`config.mk`:
```
export PLATFORM = sky130hd
export DESIGN_NAME = sleep_mute_arbiter
export DESIGN_NICKNAME = d
export VERILOG_FILES = /design/src/rtl/sma_pkg.sv /design/src/rtl/sma_sync.sv /design/src/rtl/sma_presence_filt.sv /design/src/rtl/sma_prio.sv /design/src/rtl/sleep_mute_arbiter.sv
export SDC_FILE = /design/constraint.sdc
export NUM_CORES = 1
export LEC_CHECK = 0
export BUFFER_PORTS_ARGS = -buffer_cell sky130_fd_sc_hd__buf_2
export CAP_MARGIN = 5
export CORE_MARGIN = 3
export CORE_UTILIZATION = 55
export CTS_CLUSTER_DIAMETER = 150
export DETAILED_ROUTE_END_ITERATION = 8
export PLACE_DENSITY_LB_ADDON = 0.12
export SLEW_MARGIN = 10
export SYNTH_ARGS = -nofsm -noshare
export SYNTH_HDL_FRONTEND = slang
export SYNTH_SLANG_ARGS = --single-unit
```
`constraint.sdc`:
```
create_clock -name clk -period 5.5 [get_ports clk]
set_input_delay 1.1 -clock clk [delete_from_list [all_inputs] [get_ports clk]]
set_output_delay 1.1 -clock clk [all_outputs]
set_load 0.005 [all_outputs]
```
`src/rtl/sma_pkg.sv`:
```
package sma_pkg;
   typedef enum logic [1:0] {
      SLP_NEVER = 2'b00,
      SLP_AUTO  = 2'b01,
      SLP_FORCE = 2'b10,
      SLP_RSVD  = 2'b11
   } slp_mode_e;
endpackage

```
`src/rtl/sma_sync.sv`:
```
module sma_sync #(
   parameter int STAGES = 2
) (
   input  logic clk,
   input  logic rst_n,
   input  logic d,
   output logic q
);
   generate
      if (STAGES < 0) begin : g_bad
         $error("sma_sync: STAGES must not be negative");
      end
      if (STAGES == 0) begin : g_thru
         assign q = d;
      end else if (STAGES == 1) begin : g_one
         logic r;
         always_ff @(posedge clk or negedge rst_n) begin
            if (!rst_n) r <= 1'b0;
            else        r <= d;
         end
         assign q = r;
      end else begin : g_chain
         logic [STAGES-1:0] r;
         always_ff @(posedge clk or negedge rst_n) begin
            if (!rst_n) r <= '0;
            else        r <= {r[STAGES-2:0], d};
         end
         assign q = r[STAGES-1];
      end
   endgenerate
endmodule

```
`src/rtl/sma_presence_filt.sv`:
```
module sma_presence_filt #(
   parameter int CNT_W = 16
) (
   input  logic             clk,
   input  logic             rst_n,
   input  logic             det,
   input  logic [CNT_W-1:0] off_dly,
   input  logic [CNT_W-1:0] wake_dly,
   output logic             present
);
   localparam logic [CNT_W-1:0] ONE = CNT_W'(1);

   logic [CNT_W-1:0] cnt;
   logic [CNT_W-1:0] dly_raw;
   logic [CNT_W-1:0] dly_eff;
   logic             differ;
   logic             expire;

   // present=1 means the next flip is a loss, so the loss length applies
   assign dly_raw = present ? off_dly : wake_dly;
   assign dly_eff = (dly_raw == '0) ? ONE : dly_raw;
   assign differ  = det ^ present;
   assign expire  = differ && ((cnt + ONE) >= dly_eff);

   always_ff @(posedge clk or negedge rst_n) begin
      if (!rst_n) begin
         cnt     <= '0;
         present <= 1'b0;
      end else if (!differ) begin
         cnt <= '0;
      end else if (expire) begin
         cnt     <= '0;
         present <= det;
      end else begin
         cnt <= cnt + ONE;
      end
   end


   rise_needs_det_chk: assert property (@(posedge clk) disable iff (!rst_n)
      $rose(present) |-> $past(det));

   fall_needs_loss_chk: assert property (@(posedge clk) disable iff (!rst_n)
      $fell(present) |-> !$past(det));

   agree_clears_cnt_chk: assert property (@(posedge clk) disable iff (!rst_n)
      (det == present) |=> (cnt == '0));
endmodule

```
`src/rtl/sma_prio.sv`:
```
module sma_prio
   import sma_pkg::*;
#(
   parameter int DATA_W = 1
) (
   input  logic              mode_reg,
   input  logic              pin_auto_sleep,
   input  logic              pin_mute,
   input  logic              pin_bypass,
   input  logic [1:0]        reg_sleep_mode,
   input  logic              reg_mute,
   input  logic              reg_bypass,
   input  logic              present,
   input  logic [DATA_W-1:0] din,
   output logic              pwr_down,
   output logic              mute_act,
   output logic              bypass_act,
   output logic [DATA_W-1:0] dout
);
   slp_mode_e sel;
   logic      mute_req;
   logic      byp_req;

   always_comb begin
      if (mode_reg) begin
         unique case (slp_mode_e'(reg_sleep_mode))
            SLP_AUTO:  sel = SLP_AUTO;
            SLP_FORCE: sel = SLP_FORCE;
            default:   sel = SLP_NEVER;
         endcase
         mute_req = reg_mute;
         byp_req  = reg_bypass;
      end else begin
         sel      = pin_auto_sleep ? SLP_AUTO : SLP_NEVER;
         mute_req = pin_mute;
         byp_req  = pin_bypass;
      end
   end

   always_comb begin
      pwr_down   = (sel == SLP_FORCE) || ((sel == SLP_AUTO) && !present);
      mute_act   = !pwr_down && mute_req;
      bypass_act = !pwr_down && !mute_req && byp_req;
   end

   generate
      if (DATA_W < 1) begin : g_bad
         $error("sma_prio: DATA_W must be at least 1");
      end
   endgenerate

   assign dout = (pwr_down || mute_act) ? '0 : din;
endmodule

```
`src/rtl/sleep_mute_arbiter.sv`:
```
module sleep_mute_arbiter #(
   parameter int DATA_W      = 1,
   parameter int CNT_W       = 16,
   parameter int SYNC_STAGES = 2
) (
   input  logic              clk,
   input  logic              rst_n,
   input  logic              mode_reg,
   input  logic              pin_auto_sleep,
   input  logic              pin_mute,
   input  logic              pin_bypass,
   input  logic [1:0]        reg_sleep_mode,
   input  logic              reg_mute,
   input  logic              reg_bypass,
   input  logic [CNT_W-1:0]  off_dly,
   input  logic [CNT_W-1:0]  wake_dly,
   input  logic              sig_present,
   input  logic [DATA_W-1:0] din,
   output logic              pwr_down,
   output logic              mute_act,
   output logic              bypass_act,
   output logic [DATA_W-1:0] dout,
   output logic              cd_n,
   output logic              carrier_ok
);
   logic det_q;
   logic present_f;

   generate
      if (CNT_W < 2 || CNT_W > 32) begin : g_bad_cnt
         $error("sleep_mute_arbiter: CNT_W out of range 2..32");
      end
   endgenerate

   sma_sync #(.STAGES(SYNC_STAGES)) i_sync (
      .clk (clk), .rst_n (rst_n), .d (sig_present), .q (det_q)
   );

   sma_presence_filt #(.CNT_W(CNT_W)) i_filt (
      .clk (clk), .rst_n (rst_n), .det (det_q),
      .off_dly (off_dly), .wake_dly (wake_dly), .present (present_f)
   );

   sma_prio #(.DATA_W(DATA_W)) i_prio (
      .mode_reg (mode_reg), .pin_auto_sleep (pin_auto_sleep),
      .pin_mute (pin_mute), .pin_bypass (pin_bypass),
      .reg_sleep_mode (reg_sleep_mode), .reg_mute (reg_mute),
      .reg_bypass (reg_bypass), .present (present_f), .din (din),
      .pwr_down (pwr_down), .mute_act (mute_act),
      .bypass_act (bypass_act), .dout (dout)
   );

   assign cd_n       = !present_f;
   assign carrier_ok = present_f;


   one_enable_chk: assert property (@(posedge clk) disable iff (!rst_n)
      $onehot0({pwr_down, mute_act, bypass_act}));

   gated_zero_chk: assert property (@(posedge clk) disable iff (!rst_n)
      (pwr_down || mute_act) |-> (dout == '0));

   forced_sleep_chk: assert property (@(posedge clk) disable iff (!rst_n)
      (mode_reg && reg_sleep_mode == 2'b10) |-> pwr_down);

   cd_sense_chk: assert property (@(posedge clk) disable iff (!rst_n)
      cd_n != carrier_ok);
endmodule

```
---- Word level (Yosys, flattened, before mapping) ----
Cells that the tools add are included.
W data, S select, Z words.
storage, ports and cells
  latch bits .............................. 0
  input bits .............................. 44
  flip-flop bits (word level) ............. 19
  output and inout bits ................... 6
  logic and storage cells ................. 32
  memories ................................ 0
  ROM bits ................................ 0
  bits in writable memories ............... 0
operators by class
  mux-type cells .......................... 10
  magnitude comparators ................... 1
  add/subtract/negate cells ............... 1
  reductions and logical operators ........ 12
  shift-type cells ........................ 0
  divide/modulo/power cells ............... 0
  equal/unequal tests ..................... 4
  bitwise gates (word level) .............. 1
  multiply operators ...................... 0
operators with widths
  operator                 count
  $mux W16                 4
  $add A16 B1 Y16 const B  1
  $ge A16 B16 Y1           1
  $logic_not A16 Y1        1
  $logic_and A1 B1 Y1      5
  $eq A2 B1 Y1 const B     2
  $eq A2 B2 Y1 const B     2
  $mux W1                  4
  $pmux W2 S2              1
  $logic_not A1 Y1         3
  $logic_or A1 B1 Y1       2
  $mux W2                  1
  $reduce_and A2 Y1        1
  $xor A1 B1 Y1            1

---- Longest topological paths before layout ----
  depth in word-level cells ............... 10
  mapped depth ............................ 13
  mapped depth without buffers ............ 11

---- By module ----
From an unflattened synthesis, not the netlist that was laid out.
unflattened totals
  cell total of the unflattened synthesis .. 165
  area, all modules ....................... 1602.8 sq um
modules (own cells, without submodules)
  module              area an instance (sq um)  times used  cells an instance
  sma_presence_filt   1462.7                    1           150
  sma_prio            86.3                      1           12
  sma_sync            50.0                      1           2
  sleep_mute_arbiter  3.8                       1           1

---- Worst setup path before layout ----
No wires, ideal clock.
  kind .................................... input to register
  start point ............................. in wake_dly[2]
  end point ............................... reg i_filt.present
  stages .................................. 10
  path slack .............................. 2.132 ns
  arrival ................................. 3.243 ns
  library setup time ...................... 0.125 ns
  buffers on the path ..................... 0
  cell sequence ........................... or4_1 o21ai_0 nand4_1 o21ai_1 ha_1 nand2b_1 a2111oi_1 o21a_1 o21ai_0 mux2_2
on the way
  cells in the longest elaborated chain, start to end .. 6
RTL lines
  what                           line                      text
  from (decl)                    sleep_mute_arbiter.sv:16  input logic [CNT_W-1:0] wake_dly,
  $mux W16 *                     sma_presence_filt.sv:20   assign dly_raw = present ? off_dly : wake_dly;
  $logic_not A16 Y1              sma_presence_filt.sv:21   assign dly_eff = (dly_raw == '0) ? ONE : dly_raw;
  $mux W16 *                     sma_presence_filt.sv:21
  $ge A16 B16 Y1 *               sma_presence_filt.sv:23   assign expire = differ && ((cnt + ONE) >= dly_eff);
  $logic_and A1 B1 Y1 *          sma_presence_filt.sv:23
  $reduce_and A2 Y1 (no line) *  -
  to (signal assigned)           sma_presence_filt.sv:33   present <= det;
  to (decl)                      sma_presence_filt.sv:9    output logic present
Every way passes the cells marked *; elsewhere a longest branch is shown, timed or not.
A chain may end at the register's enable or synchronous reset.

---- Worst setup path in the final report ----
  start point ............................. reg i_filt.present
  end point ............................... reg i_filt.cnt[3]
on the way
  cells in the longest elaborated chain, start to end .. 7
  elaborated cells on any way between the ends .. 8
  those cells by class .................... order compare: 1; mux: 4; bitwise: 1; reduce/logical: 2
RTL lines
  what                  line                     text
  $mux W16              sma_presence_filt.sv:20
  $logic_not A16 Y1     sma_presence_filt.sv:21
  $mux W16              sma_presence_filt.sv:21
  $ge A16 B16 Y1        sma_presence_filt.sv:23
  $logic_and A1 B1 Y1   sma_presence_filt.sv:23
  $mux W16              sma_presence_filt.sv:31  end else if (expire) begin
  $mux W16 *            sma_presence_filt.sv:29  end else if (!differ) begin
  to (signal assigned)  sma_presence_filt.sv:35  cnt <= cnt + ONE;
  to (decl)             sma_presence_filt.sv:13  logic [CNT_W-1:0] cnt;
Marked as above.

==> impl_metrics.ini <==
[sta]
setup_violations = 0
fin_skew_ns = 0.00466
rsz0062_at_grt = false
min_period_ns = 3.93
slew_viol_final = 0
hold-worst-slack_ns = 0.361
layout_setup_ws_ns = 1.57
hold_viol_final = 0
post-route-period-util_pct = 71.4
maxSlewHeadroom_pct = 29.6
worstMarginPinSlew_ns = 1.06
max_freq_mhz = 255
totalNegativeSetupSlack_ns = 0

[hold_path]
min_from = i_sync.g_chain.r[0]
hold_depth = 0
hold_end = i_sync.g_chain.r[1]
worst_hold_path_type = register to register

[clock_tree]
ctsHoldBuffers = 0
clkTransAtPathRegs_ns = 0.11
htreeDepth = 1
postCtsResizedCells = 0
clk_latency_ns = 0.29
clockRootBuffer = clkbuf_4
cts_setup_buffers = 0
cts_max_path_buffers = 2
clock-sinks = 19
numCtsBuffers = 3
cts_tree = built

[finish]
layout_commonest_cell = buf_2
drive_gt1_share_pct = 29.5
stdcell_count = 240
fin_nets = 272
n_fill_cell = 217
final_cell_mix = buf_2 (49), dfrtp_1 (19), mux2i_1 (18)
syn_to_final_growth_pct = 17.8
diodes = 0

[detailed_routing]
drt-initial-drc-count = 62
drt-pass1-iter-count = 4
routed_wl_um = 3740
dr_total_vias = 1369
viasPerCell = 5.70
wire_per_inst_um = 15.6
remaining_drc_errors = 0
drt.antenna.violating_nets = 0

[synthesis]
synth_area_leaders = dfrtp_1 (30%), ha_1 (14%), mux2i_1 (11%)
synth_xor_area_share_pct = 8.82
synth_edf_count = 0
synth_top_area_cell = dfrtp_1
postSynthCellCount = 161
postSynthAreaPerCell_um2 = 9.78
async_reset_ff_share_pct = 100
ys_types = 42
synth_compound_area_share_pct = 9.06
yosysSeqAreaShare_pct = 30.2
yosys_warnings = 0
ys_ff_latch = 19
syn-num-nets = 222
synthAdderAreaFrac_pct = 13.5
synth_simple_gate_area_share_pct = 23.4
syn-cell-area_um2 = 1570
synth_top_family_by_area = simple AND/OR/NAND/NOR gates
yosysTopAreaCellShare_pct = 30.2
synth_top_flop_cell = dfrtp_1
synthMuxAreaShare_pct = 12.2

[worst_setup_path]
reg2reg_setup_slack_ns = 1.57
endpoint_kind = register
rr_worst_depth = 11
worst_ep_required_time_ns = 5.72
rr_startpoint = i_filt.present
crit_type = register to register
worst_ep_arrival_time_ns = 4.14
r2r_end = i_filt.cnt[3]
worstPathMaxFanout = 25
cp-start-kind = register

[die]
placementRows = 18
die_h_um = 59.5
die_area_um2 = 3540
core_um2 = 2590
initial_core_util_pct = 60.8
die_w_um = 59.5
io-pin-count = 50

[placed_design]
placed_cells = 236
place_ws_ns = 1.58
place.detailed.hpwl_um = 3150
port_buffers = 49
place_congestion = 0.792

[global_routing]
track_usage_pct = 23.2
grt_pass1_wl_um = 6230
grt_pass1_vias = 1419
antenna_found_initial = 0
overflow = 0
grt_max_degree = 26

[pwr]
pwr_density_cell_nw_per_um2 = 146
irDropWorstVdd_v = 0.000126
power_uw = 271
power_leakage_uw = 0.000902

[run_status]
outcome = completed

[job]
drv_cap = 0
critical path, cell delays in order, from the launching register on:
cell and delay, ns:
dfrtp_1 1.06, inv_1 0.18, or4_1 0.55, o22ai_1 0.18
nand4_1 0.13, o21ai_1 0.16, ha_1 0.24, nand2b_1 0.14
a2111oi_1 0.43, o21a_1 0.23, o211ai_2 0.32, nor2b_1 0.23
worst max path at each step:
stage | startpoint | end | slack [ns] | cells after the start
2_1_floorplan | wake_dly[2] | i_filt.present | 2.13 | 10
3_3_place_gp | wake_dly[2] | i_filt.cnt[10] | 1.81 | 11
3_5_place_dp | wake_dly[2] | i_filt.cnt[3] | 1.58 | 11
6_report | i_filt.present | i_filt.cnt[3] | 1.57 | 11
5_1_grt | i_filt.present | i_filt.cnt[10] | 1.26 | 11
4_1_cts | i_filt.present | i_filt.cnt[3] | 1.59 | 11
cells in the mapped netlist (all sizes together) (2+ instances only):
library cell	n
inv	4
nor3	2
nand4	4
mux2i	18
o22ai	2
nand2	11
dfrtp	19
ha	17
buf	4
xnor2	9
nand3	7
a21oi	3
nor2b	16
nor2	11
and4	3
or4	3
or3	2
xor2	6
o211ai	2
o21a	2
o21ai	6
power by group:
part | internal (µW) | switching (µW) | leakage [µW]
clock | 28.1 | 42.6 | 0.0000150
combinational | 26.1 | 27.8 | 0.000629
sequential | 142 | 3.90 | 0.000258
through the flow:
step / cell area [µm²] / utilization (%)
after floorplan: 1570 / -
after global placement: 1830 / 70.6
after detailed placement: 1830 / 70.6
after CTS: 1850 / 71.6
after global routing: 1850 / 71.6
final: 1850 / 71.6
cell type report:
cell class	count	area [µm²]	area share, %
clock buffers	4	26.3	1.42
inverters	4	15.0	0.810
multi-input cells	134	1050	56.9
flip-flops and latches	19	475	25.6
well taps	30	37.5	2.02
repair buffers	49	245	13.2
state kept, by name (all words and copies together), names as in the netlist:
signal	cells
i_filt.cnt	16
i_sync.g_chain.r	2
i_filt.present	1
logic make-up (layout without fill, tap and decap cells):
logic type | after synthesis | after routing
flip-flops | 19 | 19
AND/OR/NAND/NOR | 62 | 62
adder cells (fa/ha/maj) | 17 | 17
multiplexers | 19 | 19
XOR/XNOR | 15 | 15
AO/OA/AOI/OAI | 21 | 21
buffers and inverters | 8 | 57
routing by layer:
layer,track usage (%),part of all wire (%),vias to the layer above
met2,40.1,50,39
met5,0,0,-
met3,3.49,5.1,8
met1,30.3,43,639
li1,-,-,683
met4,5.38,1.6,0
Note: power is estimated with default switching activity, not from simulation.
